File: config.mk
export PLATFORM = sky130hd
export DESIGN_NAME = biquinary_counter
export DESIGN_NICKNAME = d
export VERILOG_FILES = /design/src/rtl/biq_pkg.sv /design/src/rtl/biq_rst_sync.sv /design/src/rtl/biq_fall_det.sv /design/src/rtl/biq_mod_stage.sv /design/src/rtl/biquinary_counter.sv
export SDC_FILE = /design/constraint.sdc
export NUM_CORES = 1
export LEC_CHECK = 0
export CAP_MARGIN = 20
export CORE_AREA = 4 4 41 43
export CTS_CLUSTER_SIZE = 40
export DETAILED_ROUTE_END_ITERATION = 12
export DIE_AREA = 0 0 45 47
export GPL_ROUTABILITY_DRIVEN = 0
export PLACE_DENSITY_LB_ADDON = 0.3
export SLEW_MARGIN = 0
export SYNTH_ARGS = -nofsm -noshare
export SYNTH_HDL_FRONTEND = slang
export SYNTH_SLANG_ARGS = --single-unit
File: constraint.sdc
create_clock -name clk -period 0.85 [get_ports clk]
set_input_delay 0.17 -clock clk [delete_from_list [all_inputs] [get_ports clk]]
set_output_delay 0.17 -clock clk [all_outputs]
set_load 0.01 [all_outputs]
File: src/rtl/biq_pkg.sv
package biq_pkg;

  // Default modulus of the second counting stage.
  localparam int unsigned BIQ_QUINARY_MOD = 5;

  // Decoded force request shared by both stages.
  typedef struct packed {
    logic preset;
    logic clear;
  } biq_force_t;

endpackage

File: src/rtl/biq_rst_sync.sv
module biq_rst_sync #(
  parameter int STAGES = 2
) (
  input  logic clk,
  input  logic rst_n,
  output logic rst_sync_n
);

  logic [STAGES-1:0] sync_q;

  always_ff @(posedge clk or negedge rst_n) begin
    if (!rst_n) begin
      sync_q <= '0;
    end else begin
      sync_q <= {sync_q[STAGES-2:0], 1'b1};
    end
  end

  assign rst_sync_n = sync_q[STAGES-1];

endmodule

File: src/rtl/biq_fall_det.sv
module biq_fall_det (
  input  logic clk,
  input  logic rst_n,
  input  logic sig_in,
  input  logic squash,
  output logic fall_o
);

  logic prev_q;
  logic prev_d;

  // A forced cycle forgets the input history, so any transition
  // produced by the force itself is never seen as a count step.
  always_comb begin
    prev_d = sig_in;
    if (squash) begin
      prev_d = 1'b0;
    end
  end

  always_ff @(posedge clk or negedge rst_n) begin
    if (!rst_n) begin
      prev_q <= 1'b0;
    end else begin
      prev_q <= prev_d;
    end
  end

  assign fall_o = prev_q & ~sig_in;

endmodule

File: src/rtl/biq_mod_stage.sv
module biq_mod_stage
  import biq_pkg::*;
#(
  parameter int unsigned MOD = 5,
  localparam int unsigned W = (MOD > 1) ? $clog2(MOD) : 1
) (
  input  logic       clk,
  input  logic       rst_n,
  input  logic       step,
  input  biq_force_t force_in,
  output logic [W-1:0] state_o
);

  localparam logic [W-1:0] LAST = W'(MOD - 1);

  logic [W-1:0] state_q;
  logic [W-1:0] state_d;
  logic         state_en;

  // Preset loads the top state, clear loads zero, preset wins.
  always_comb begin
    state_en = force_in.preset | force_in.clear | step;
    state_d  = state_q;
    if (force_in.preset) begin
      state_d = LAST;
    end else if (force_in.clear) begin
      state_d = '0;
    end else if (step) begin
      state_d = (state_q == LAST) ? '0 : state_q + 1'b1;
    end
  end

  always_ff @(posedge clk or negedge rst_n) begin
    if (!rst_n) begin
      state_q <= '0;
    end else if (state_en) begin
      state_q <= state_d;
    end
  end

  assign state_o = state_q;


  state_range_chk: assert property (@(posedge clk) disable iff (!rst_n)
    state_q <= LAST);


  step_adv_chk: assert property (@(posedge clk) disable iff (!rst_n)
    (step && !force_in.preset && !force_in.clear) |=>
      (state_q == (($past(state_q) == LAST) ? '0 : $past(state_q) + 1'b1)));


  hold_chk: assert property (@(posedge clk) disable iff (!rst_n)
    (!step && !force_in.preset && !force_in.clear) |=> $stable(state_q));


  preset_prio_chk: assert property (@(posedge clk) disable iff (!rst_n)
    force_in.preset |=> (state_q == LAST));

endmodule

File: src/rtl/biquinary_counter.sv
module biquinary_counter
  import biq_pkg::*;
#(
  parameter int unsigned QUINARY_MOD = BIQ_QUINARY_MOD,
  parameter int          SYNC_STAGES = 2,
  localparam int unsigned Q_W   = (QUINARY_MOD > 1) ? $clog2(QUINARY_MOD) : 1,
  localparam int unsigned CNT_W = Q_W + 1
) (
  input  logic             clk,
  input  logic             rst_n,
  input  logic             tick_a_in,
  input  logic             tick_b_in,
  input  logic             clr_a,
  input  logic             clr_b,
  input  logic             pre_a,
  input  logic             pre_b,
  output logic [CNT_W-1:0] count_q
);

  localparam logic [Q_W-1:0]   Q_LAST = Q_W'(QUINARY_MOD - 1);
  localparam logic [CNT_W-1:0] PRESET_WORD = {Q_LAST, 1'b1};

  logic       rst_sync_n;
  biq_force_t force_req;
  logic       force_any;
  logic       fall_a;
  logic       fall_b;
  logic [0:0]     bin_state;
  logic [Q_W-1:0] quin_state;

  biq_rst_sync #(.STAGES(SYNC_STAGES)) u_rst_sync (
    .clk        (clk),
    .rst_n      (rst_n),
    .rst_sync_n (rst_sync_n)
  );

  // Two-input AND gates in front of the shared force lines.
  always_comb begin
    force_req.clear  = clr_a & clr_b;
    force_req.preset = pre_a & pre_b;
    force_any        = force_req.clear | force_req.preset;
  end

  biq_fall_det u_fall_a (
    .clk    (clk),
    .rst_n  (rst_sync_n),
    .sig_in (tick_a_in),
    .squash (force_any),
    .fall_o (fall_a)
  );

  biq_fall_det u_fall_b (
    .clk    (clk),
    .rst_n  (rst_sync_n),
    .sig_in (tick_b_in),
    .squash (force_any),
    .fall_o (fall_b)
  );

  biq_mod_stage #(.MOD(2)) u_bin_stage (
    .clk      (clk),
    .rst_n    (rst_sync_n),
    .step     (fall_a),
    .force_in (force_req),
    .state_o  (bin_state)
  );

  biq_mod_stage #(.MOD(QUINARY_MOD)) u_quin_stage (
    .clk      (clk),
    .rst_n    (rst_sync_n),
    .step     (fall_b),
    .force_in (force_req),
    .state_o  (quin_state)
  );

  assign count_q = {quin_state, bin_state};


  clear_zero_chk: assert property (@(posedge clk) disable iff (!rst_sync_n)
    (clr_a && clr_b && !(pre_a && pre_b)) |=> (count_q == '0));


  preset_nine_chk: assert property (@(posedge clk) disable iff (!rst_sync_n)
    (pre_a && pre_b) |=> (count_q == PRESET_WORD));


  idle_hold_chk: assert property (@(posedge clk) disable iff (!rst_sync_n)
    (!(clr_a && clr_b) && !(pre_a && pre_b) && !fall_a && !fall_b)
      |=> $stable(count_q));

endmodule

## After elaboration in Yosys (flattened, before gate mapping)

Cells that the tools add are included.
Widths: inputs -> output; s select.

| storage, ports and cells | value |
|---|---|
| flip-flop bits (word level) | 8 |
| input bits | 8 |

| cells by class | value |
|---|---|
| add/subtract/negate cells | 2 |
| equal/unequal tests | 1 |
| multiplexer cells | 10 |
| bitwise gates (word level) | 9 |
| reduce and logical (&&, ||, !) cells | 4 |

Operator list:

| kind | number |
|---|---|
| $mux 3 | 4 |
| $mux 1 | 6 |
| $reduce_bool 3->1 | 2 |
| $and 1x1->1 | 4 |
| $reduce_and 2->1 | 2 |
| $add 3x1->3 const B | 1 |
| $eq 3x3->1 const B | 1 |
| $or 1x1->1 | 3 |
| $not 1->1 | 2 |
| $add 1x1->1 const B | 1 |

## Depth between registers and ports, before layout

Gate-level depths: netlist (run 1).

| depth | value |
|---|---|
| depth after elaboration | 5 |
| depth in mapped cells | 5 |

## Cells and area by module

Synthesis (run 1) repeated with hierarchy kept, for this count alone.

| unflattened totals | value |
|---|---|
| cells, all modules | 33 |
| area total of the unflattened synthesis | 381.6 µm² |

By module, submodules not included:

| module | times used | cells each | area each (µm²) |
|---|---|---|---|
| biq_mod_stage at u_quin_stage | 1 | 17 | 176.4 |
| biq_fall_det | 2 | 3 | 40.0 |
| biq_rst_sync | 1 | 3 | 53.8 |
| biq_mod_stage at u_bin_stage | 1 | 3 | 41.3 |
| biquinary_counter | 1 | 4 | 30.0 |

## Worst setup path before layout (run 1)

No wires, ideal clock.

| timing path | value |
|---|---|
| path kind | register to register |
| start | reg u_quin_stage.state_q[0] (netlist: u_quin_stage.state_o[0]) |
| end | reg u_quin_stage.state_q[2] (netlist: u_quin_stage.state_o[2]) |
| setup time | 0.069 ns |
| data arrival time | 1.098 ns |
| path slack | -0.317 ns |
| cell stages (with the launch flop) | 4 |
| buffers on the path | 0 |
| clock period less this slack | 1.167 ns |
| cells stage by stage | dfrtp_1 -> ha_1 -> or4b_1 -> nand3_1 |

| on the way | value |
|---|---|
| cells in the longest elaborated chain, start to end | 5 |
| elaborated cells on any way between the ends | 6 |

Ends and longest elaborated chain:

| what | RTL line | RTL |
|---|---|---|
| start, declared | biq_mod_stage.sv:16 | `logic [W-1:0] state_q;` |
| start signal, assigned | biq_mod_stage.sv:37 | `state_q <= state_d;` |
| $add 3x1->3 or $eq 3x3->1 (tied branches) | biq_mod_stage.sv:29 | `state_d = (state_q == LAST) ? '0 : state_q + 1'b1;` |
| $mux 3 * | biq_mod_stage.sv:29 |  |
| $mux 3 * | biq_mod_stage.sv:28 | `end else if (step) begin` |
| $mux 3 * | biq_mod_stage.sv:26 | `end else if (force_in.clear) begin` |
| $mux 3 * | biq_mod_stage.sv:24 | `if (force_in.preset) begin` |

Every way passes the cells marked *; elsewhere a longest branch is shown, timed or not. The select of a mux whose other input is x is not followed.
A chain may end at the register's enable or synchronous reset.

## Worst setup path in the final report (run 1)

Same ends and word-level chain as after synthesis.

==> run metrics, run 1 <==
Post-CTS Hold Fix Bufs 0; slowest CP cell or4b_1; placed cell area around 530 um^2; final setup fails 7; met1 usage 9.13%; met2 usage 11.9%; CORE AREA about 1300 um^2; Via Count 277; R2R depth 3; worst r2r src u_quin_stage.state_o[0]; Via-to-Cell Ratio between 4 and 5; io pins 12; number of global-route vias before repair 285; run status finished with violations; reg2reg end u_quin_stage.state_o[2]; Critical Path AT 1.33 ns; GRT busiest layer met2; Avg Inst Size Synth 11.1 um^2; HP Class in2async; global route overflow 0; P&R area growth vs syn 56.5%; yosys warns 0; Final HPWL DP approximately 560 um; R2R Setup Slk -0.30 ns; kind of critical path reg2reg; Synth cell types 19; #FFs+latches synth 8; crit path cell chain ha_2 -> or4b_1 -> nand3_1; Critical Path Fanout Max 4; Fin. Hold Viols 0; register area share after synthesis between 50% and 60%; Starting Density roughly 28%; fin crit share 135%; DRC violations left 0; Clock Skews 0.00561 ns; antenna viol nets, final 0; worst slack at placement -0.557 ns; unrepaired setup endpoints after global routing true; Mapped Nets 43; final setup margin -0.300 ns; root buf cell clkbuf_4; Worst Setup End Kind flop; CP Data Required Time 1.03 ns; Iteration-0 DRC Markers 0; failing checks negative setup slack; Post-Layout Inst Area approximately 580 um^2; initial antenna violation count 0; met3 Use GR 6.13%; wire per inst 10.7 um; TritonRoute pass-1 iters 1; maximum vdd drop 0.960 mV; Startpoint Class flop; width of the die between 40 and 50 um; Std-Cell Rows 13; first-pass GRT wire length 1150 um; number of max-cap violations 0; # H-tree levels 1; final period demand of the worst path 1.15 ns; Mapped Cells 33; mapped cell area 368 um^2; clk buf depth 2; largest net degree at the start of global routing 7; Leakage ~0.00028 uW; Crit path largest cell delay 0.43 ns; Fmax 869 MHz; Routed WL 708 um; die extent in y 47 um; share of cells above drive strength 1 37.3%; Nets 62; GRT Overall Usage between 7 and 8%; pins over their slew limit 0; ant diodes 0; IO buf count 11; clk_lat worst skew 0.25 ns; Sink Count 8; TritonCTS clock tree yes; CTS buffer count 3; Pwr per Cell Area 1620 nW/um^2; Clock Pin Slew Worst Setup and Hold Paths about 0.060 ns; DIE AREA 2120 um^2
==> sequential cells by signal, indices dropped and copies added (netlist names) <==
| register | cells |
|---|---|
| u_fall_b.prev_q | 1 |
| u_rst_sync.sync_q | 2 |
| u_quin_stage.state_o | 3 |
| u_fall_a.prev_q | 1 |
| u_bin_stage.state_o | 1 |
==> per-layer routing <==
layer | share of wire (%) | wire length (um)
met5 | 0 | 0
met4 | 0 | 0
met3 | 9.0 | 64
met2 | 46 | 324
met1 | 45 | 319
==> cells in the final DEF, fill, tap and decap left out <==
cell type / count
buf_4: 3
buf_2: 2
and2_4: 1
o21ai_1: 1
dlygate4sd2_1: 2
nand3_1: 1
or4b_1: 1
a21oi_2: 1
mux2i_1: 1
a211o_1: 1
dfrtp_2: 1
inv_1: 1
dfrtp_1: 7
conb_1: 1
nand2b_4: 1
nand2_1: 4
nor2_1: 2
nor2b_4: 1
ha_2: 1
buf_6: 2
clkbuf_1: 1
and3_1: 2
xnor2_2: 1
inv_2: 1
ha_4: 1
dlymetal6s2s_1: 1
clkdlybuf4s50_1: 5
o211ai_1: 1
clkbuf_4: 3
==> area by class of cell <==
cell class | count | area (um^2)
timing repair buffer | 15 | 135
inverter | 2 | 7.51
fill | 131 | 726
multi-input combinational | 22 | 186
sequential | 8 | 201
tap | 15 | 18.8
clock buffer | 4 | 26.3
==> synth_stat cells, drive strengths merged <==
library cell,number,share of area [%]
nand3,1,1.4
and2,1,2.4
buf,1,2.0
o211ai,1,2.0
nand2,4,4.1
inv,2,2.0
xnor2,1,2.4
conb,1,1.0
a211o,1,2.4
o21ai,1,1.4
nor2,2,2.0
a21oi,1,1.4
mux2i,1,2.7
dfrtp,8,54
nor2b,1,1.7
or4b,1,2.7
and3,2,3.4
nand2b,1,3.7
ha,2,6.8
==> critical path: cells and delay by family (launching register included) <==
family | cells | cell delay, ns
flops | 1 | 0.40
simple gates | 2 | 0.51
fa+ha+maj | 1 | 0.18
==> worst max-delay path by stage <==
| stage | start | to |
|---|---|---|
| final | u_quin_stage.state_o[0] | u_quin_stage.state_o[2] |
| after global routing | u_quin_stage.state_o[1] | u_quin_stage.state_o[2] |
| after CTS | u_quin_stage.state_o[1] | u_quin_stage.state_o[2] |
| after detailed placement | clr_a | u_quin_stage.state_o[2] |
| after global placement | clr_a | u_quin_stage.state_o[2] |
| after floorplan | u_quin_stage.state_o[1] | u_quin_stage.state_o[2] |
==> logic make-up (layout without fill, tap and decap cells) <==
family	after synthesis	count (layout)	share of synthesized area [%]
buffers and inverters	3	21	4.08
flip-flops	8	8	54.4
AND/OR/NAND/NOR	13	13	21.4
XOR/XNOR	1	1	2.38
adder cells (fa/ha/maj)	2	2	6.80
AO/OA/AOI/OAI	4	4	7.14
multiplexers	1	1	2.72
other	1	1	1.02
==> power breakdown <==
part / switching [uW] / total (uW) / internal [uW]
Clock: 124 / 304 / 179
Combinational: 74.1 / 195 / 121
Sequential: 24.1 / 436 / 412
==> repair_timing <==
| item | 4_1_cts | 5_1_grt |
|---|---|---|
| endpoints found under the setup margin | 8 | 8 |
| pin swaps | 0 | 4 |
| buffers inserted | 0 | 0 |
| gates resized for setup | 15 | 8 |
==> metrics by stage <==
| stage | utilization [%] | instances | hold WS (ns) | power [uW] | setup TNS [ns] |
|---|---|---|---|---|---|
| 4_1_cts | 41.6 | 66 | 0.0752 | 929 | -1.29 |
| 3_5_place_dp | 41.0 | 62 | 0.107 | 630 | -2.90 |
| 6_report | 44.2 | 66 | 0.0805 | 935 | -1.23 |
| 5_1_grt | 44.2 | 66 | 0.0695 | 1010 | -1.63 |
| 3_3_place_gp | 41.0 | 62 | 0.102 | 630 | -2.91 |
| 2_1_floorplan | - | 33 | -0.126 | 524 | -0.644 |
No activity file was read; power rests on OpenSTA's default activity.
==> run 2, diff against run 1 <==
==> constraint.sdc (replaced) <==
create_clock -name clk -period 1 [get_ports clk]
set_input_delay 0.2 -clock clk [delete_from_list [all_inputs] [get_ports clk]]
set_output_delay 0.2 -clock clk [all_outputs]
set_load 0.01 [all_outputs]
==> run 2 against run 1 <==
Compared with the run above:
- the flow still finishes with violations (negative setup slack)
- total power shrank 21%
- routed wire length shrank 3.7%
- via count grew 7.2%
- worst setup slack gained 0.16 ns
- flip-flop and latch count is the same
- critical endpoint unchanged
==> run metrics, run 2 (synthesis gave the netlist of run 1 again) <==
share of cells above drive strength 1 around a third; Nets between 60 and 70; GRT Overall Usage under 10%; number of global-route vias before repair a little over 300; antenna viol nets, final 0; root buf cell clkbuf_4; initial antenna violation count 0; R2R depth 3; width of the die 45 um; fin crit share 114%; pins over their slew limit 0; ant diodes 0; Fin. Hold Viols 0; io pins 12; Comb power frac a little under a fifth; Fmax 876 MHz; first-pass GRT wire length 1290 um; failing checks negative setup slack; DIE AREA 2120 um^2; worst r2r src u_quin_stage.state_o[1]; Clock Skews 0.00187 ns; total power 739 uW; DRC violations left 0; internal cell power 570 uW; FILL cells around 140; Largest register FFs 3; Starting Density between 20% and 30%; R2R Setup Slk -0.14 ns; kind of critical path reg2reg; Final HPWL DP 543 um; wire per inst 10.3 um; maximum vdd drop between 0.9 and 1 mV; run status finished with violations; unrepaired setup endpoints after global routing true; Worst Setup End Kind flop; IO buf count 11; reg2reg end u_quin_stage.state_o[2]; final setup fails 4; CP Data Required Time 1.18 ns; final period demand of the worst path 1.14 ns; CTS buffer count 3; Pwr per Cell Area 1360 nW/um^2; switching pwr ~170 uW; Critical Path AT 1.32 ns; HP Class reg2async; number of max-cap violations 0; clk_lat worst skew 0.24 ns; Via-to-Cell Ratio 4.50; P&R area growth vs syn 48.0%; global route overflow 0; Clock power frac 31.3%; Seq pwr share 49.8%; Critical Path Fanout Max 4; # H-tree levels 1; Startpoint Class flop; Std-Cell Rows 13; die extent in y roughly 47 um; final core occ 41.8%; TritonRoute pass-1 iters 2; final setup margin -0.141 ns; largest net degree at the start of global routing 7; commonest non-fill, non-tap cell in the layout dfrtp_1; Iteration-0 DRC Markers 1; Leakage 0.000266 uW; Via Count 297; clk buf depth 2; switching part of the total 22.8%; Sink Count 8; most frequent cells in the layout dfrtp_1 (8), buf_4 (5), nand2_1 (4), clkdlybuf4s50_1 (4), buf_2 (4); CORE AREA 1300 um^2; Routed WL 682 um; Clock Pin Slew Worst Setup and Hold Paths 0.05 ns; TritonCTS clock tree yes
[run 2: cell count changes in the layout (fill, tap and decap cells not counted), sizes merged]
cell           before  now
dlymetal6s2s        1    0
dlygate4sd2         2    3
clkdlybuf4s50       5    4
clkbuf              4    3
buf                 7    9
[run 2: per-stage QoR]
stage          cells  hold WS (ns)  setup TNS (ns)  worst slack (ns)  cell area, um^2
6_report          66        0.0930          -0.221            -0.141              544
5_1_grt           66         0.110          -0.535            -0.201              544
4_1_cts           66         0.107          -0.369            -0.144              546
3_5_place_dp      62         0.102           -1.74            -0.436              532
3_3_place_gp      62         0.101           -1.71            -0.422              532
2_1_floorplan     33       -0.0956          -0.286            -0.167              380
[run 2: area by class of cell]
type	instances	area [um^2]	area share [%]
Timing Repair Buffer	16	124	22.8
Sequential cell	8	200	36.8
Inverter	2	7.51	1.38
Clock buffer	3	22.5	4.14
Multi-Input combinational cell	22	171	31.5
Tap cell	15	18.8	3.45
[run 2: power by group through the flow]
stage	registers (uW)	logic [uW]	clock network, uW
after floorplan	378	66.0	0
after global placement	374	160	0
after detailed placement	374	159	0
after CTS	368	141	246
after global routing	373	157	277
final	367	140	231
[run 2: worst max-delay path by stage]
stage,start,to
finish,u_quin_stage.state_o[1],u_quin_stage.state_o[2]
CTS,u_quin_stage.state_o[1],u_quin_stage.state_o[2]
global route,u_quin_stage.state_o[1],u_quin_stage.state_o[2]
floorplan,u_quin_stage.state_o[0],u_quin_stage.state_o[2]
global placement,clr_a,u_quin_stage.state_o[2]
detailed placement,clr_a,u_quin_stage.state_o[2]
[run 2: what timing repair did]
item / 4_1_cts / 5_1_grt
hold buffers: 0 / 0
gates resized for setup: 18 / 3
setup endpoints to repair: 7 / 6
setup buffers: 1 / 0
endpoints found under the hold margin: 0 / 0
pin swaps: 2 / 0
cloned: 0 / 0
[run 2: critical path: stages (launching register included)]
cell,delay (ns)
dfrtp_1,0.39
ha_2,0.19
or4b_1,0.42
nand3_1,0.07
[run 2: metal layers]
metal  wire length (um)  track usage [%]
met1                274             9.98
met2                340             13.8
met3                 67             5.75
met4                  0                0
met5                  0                0
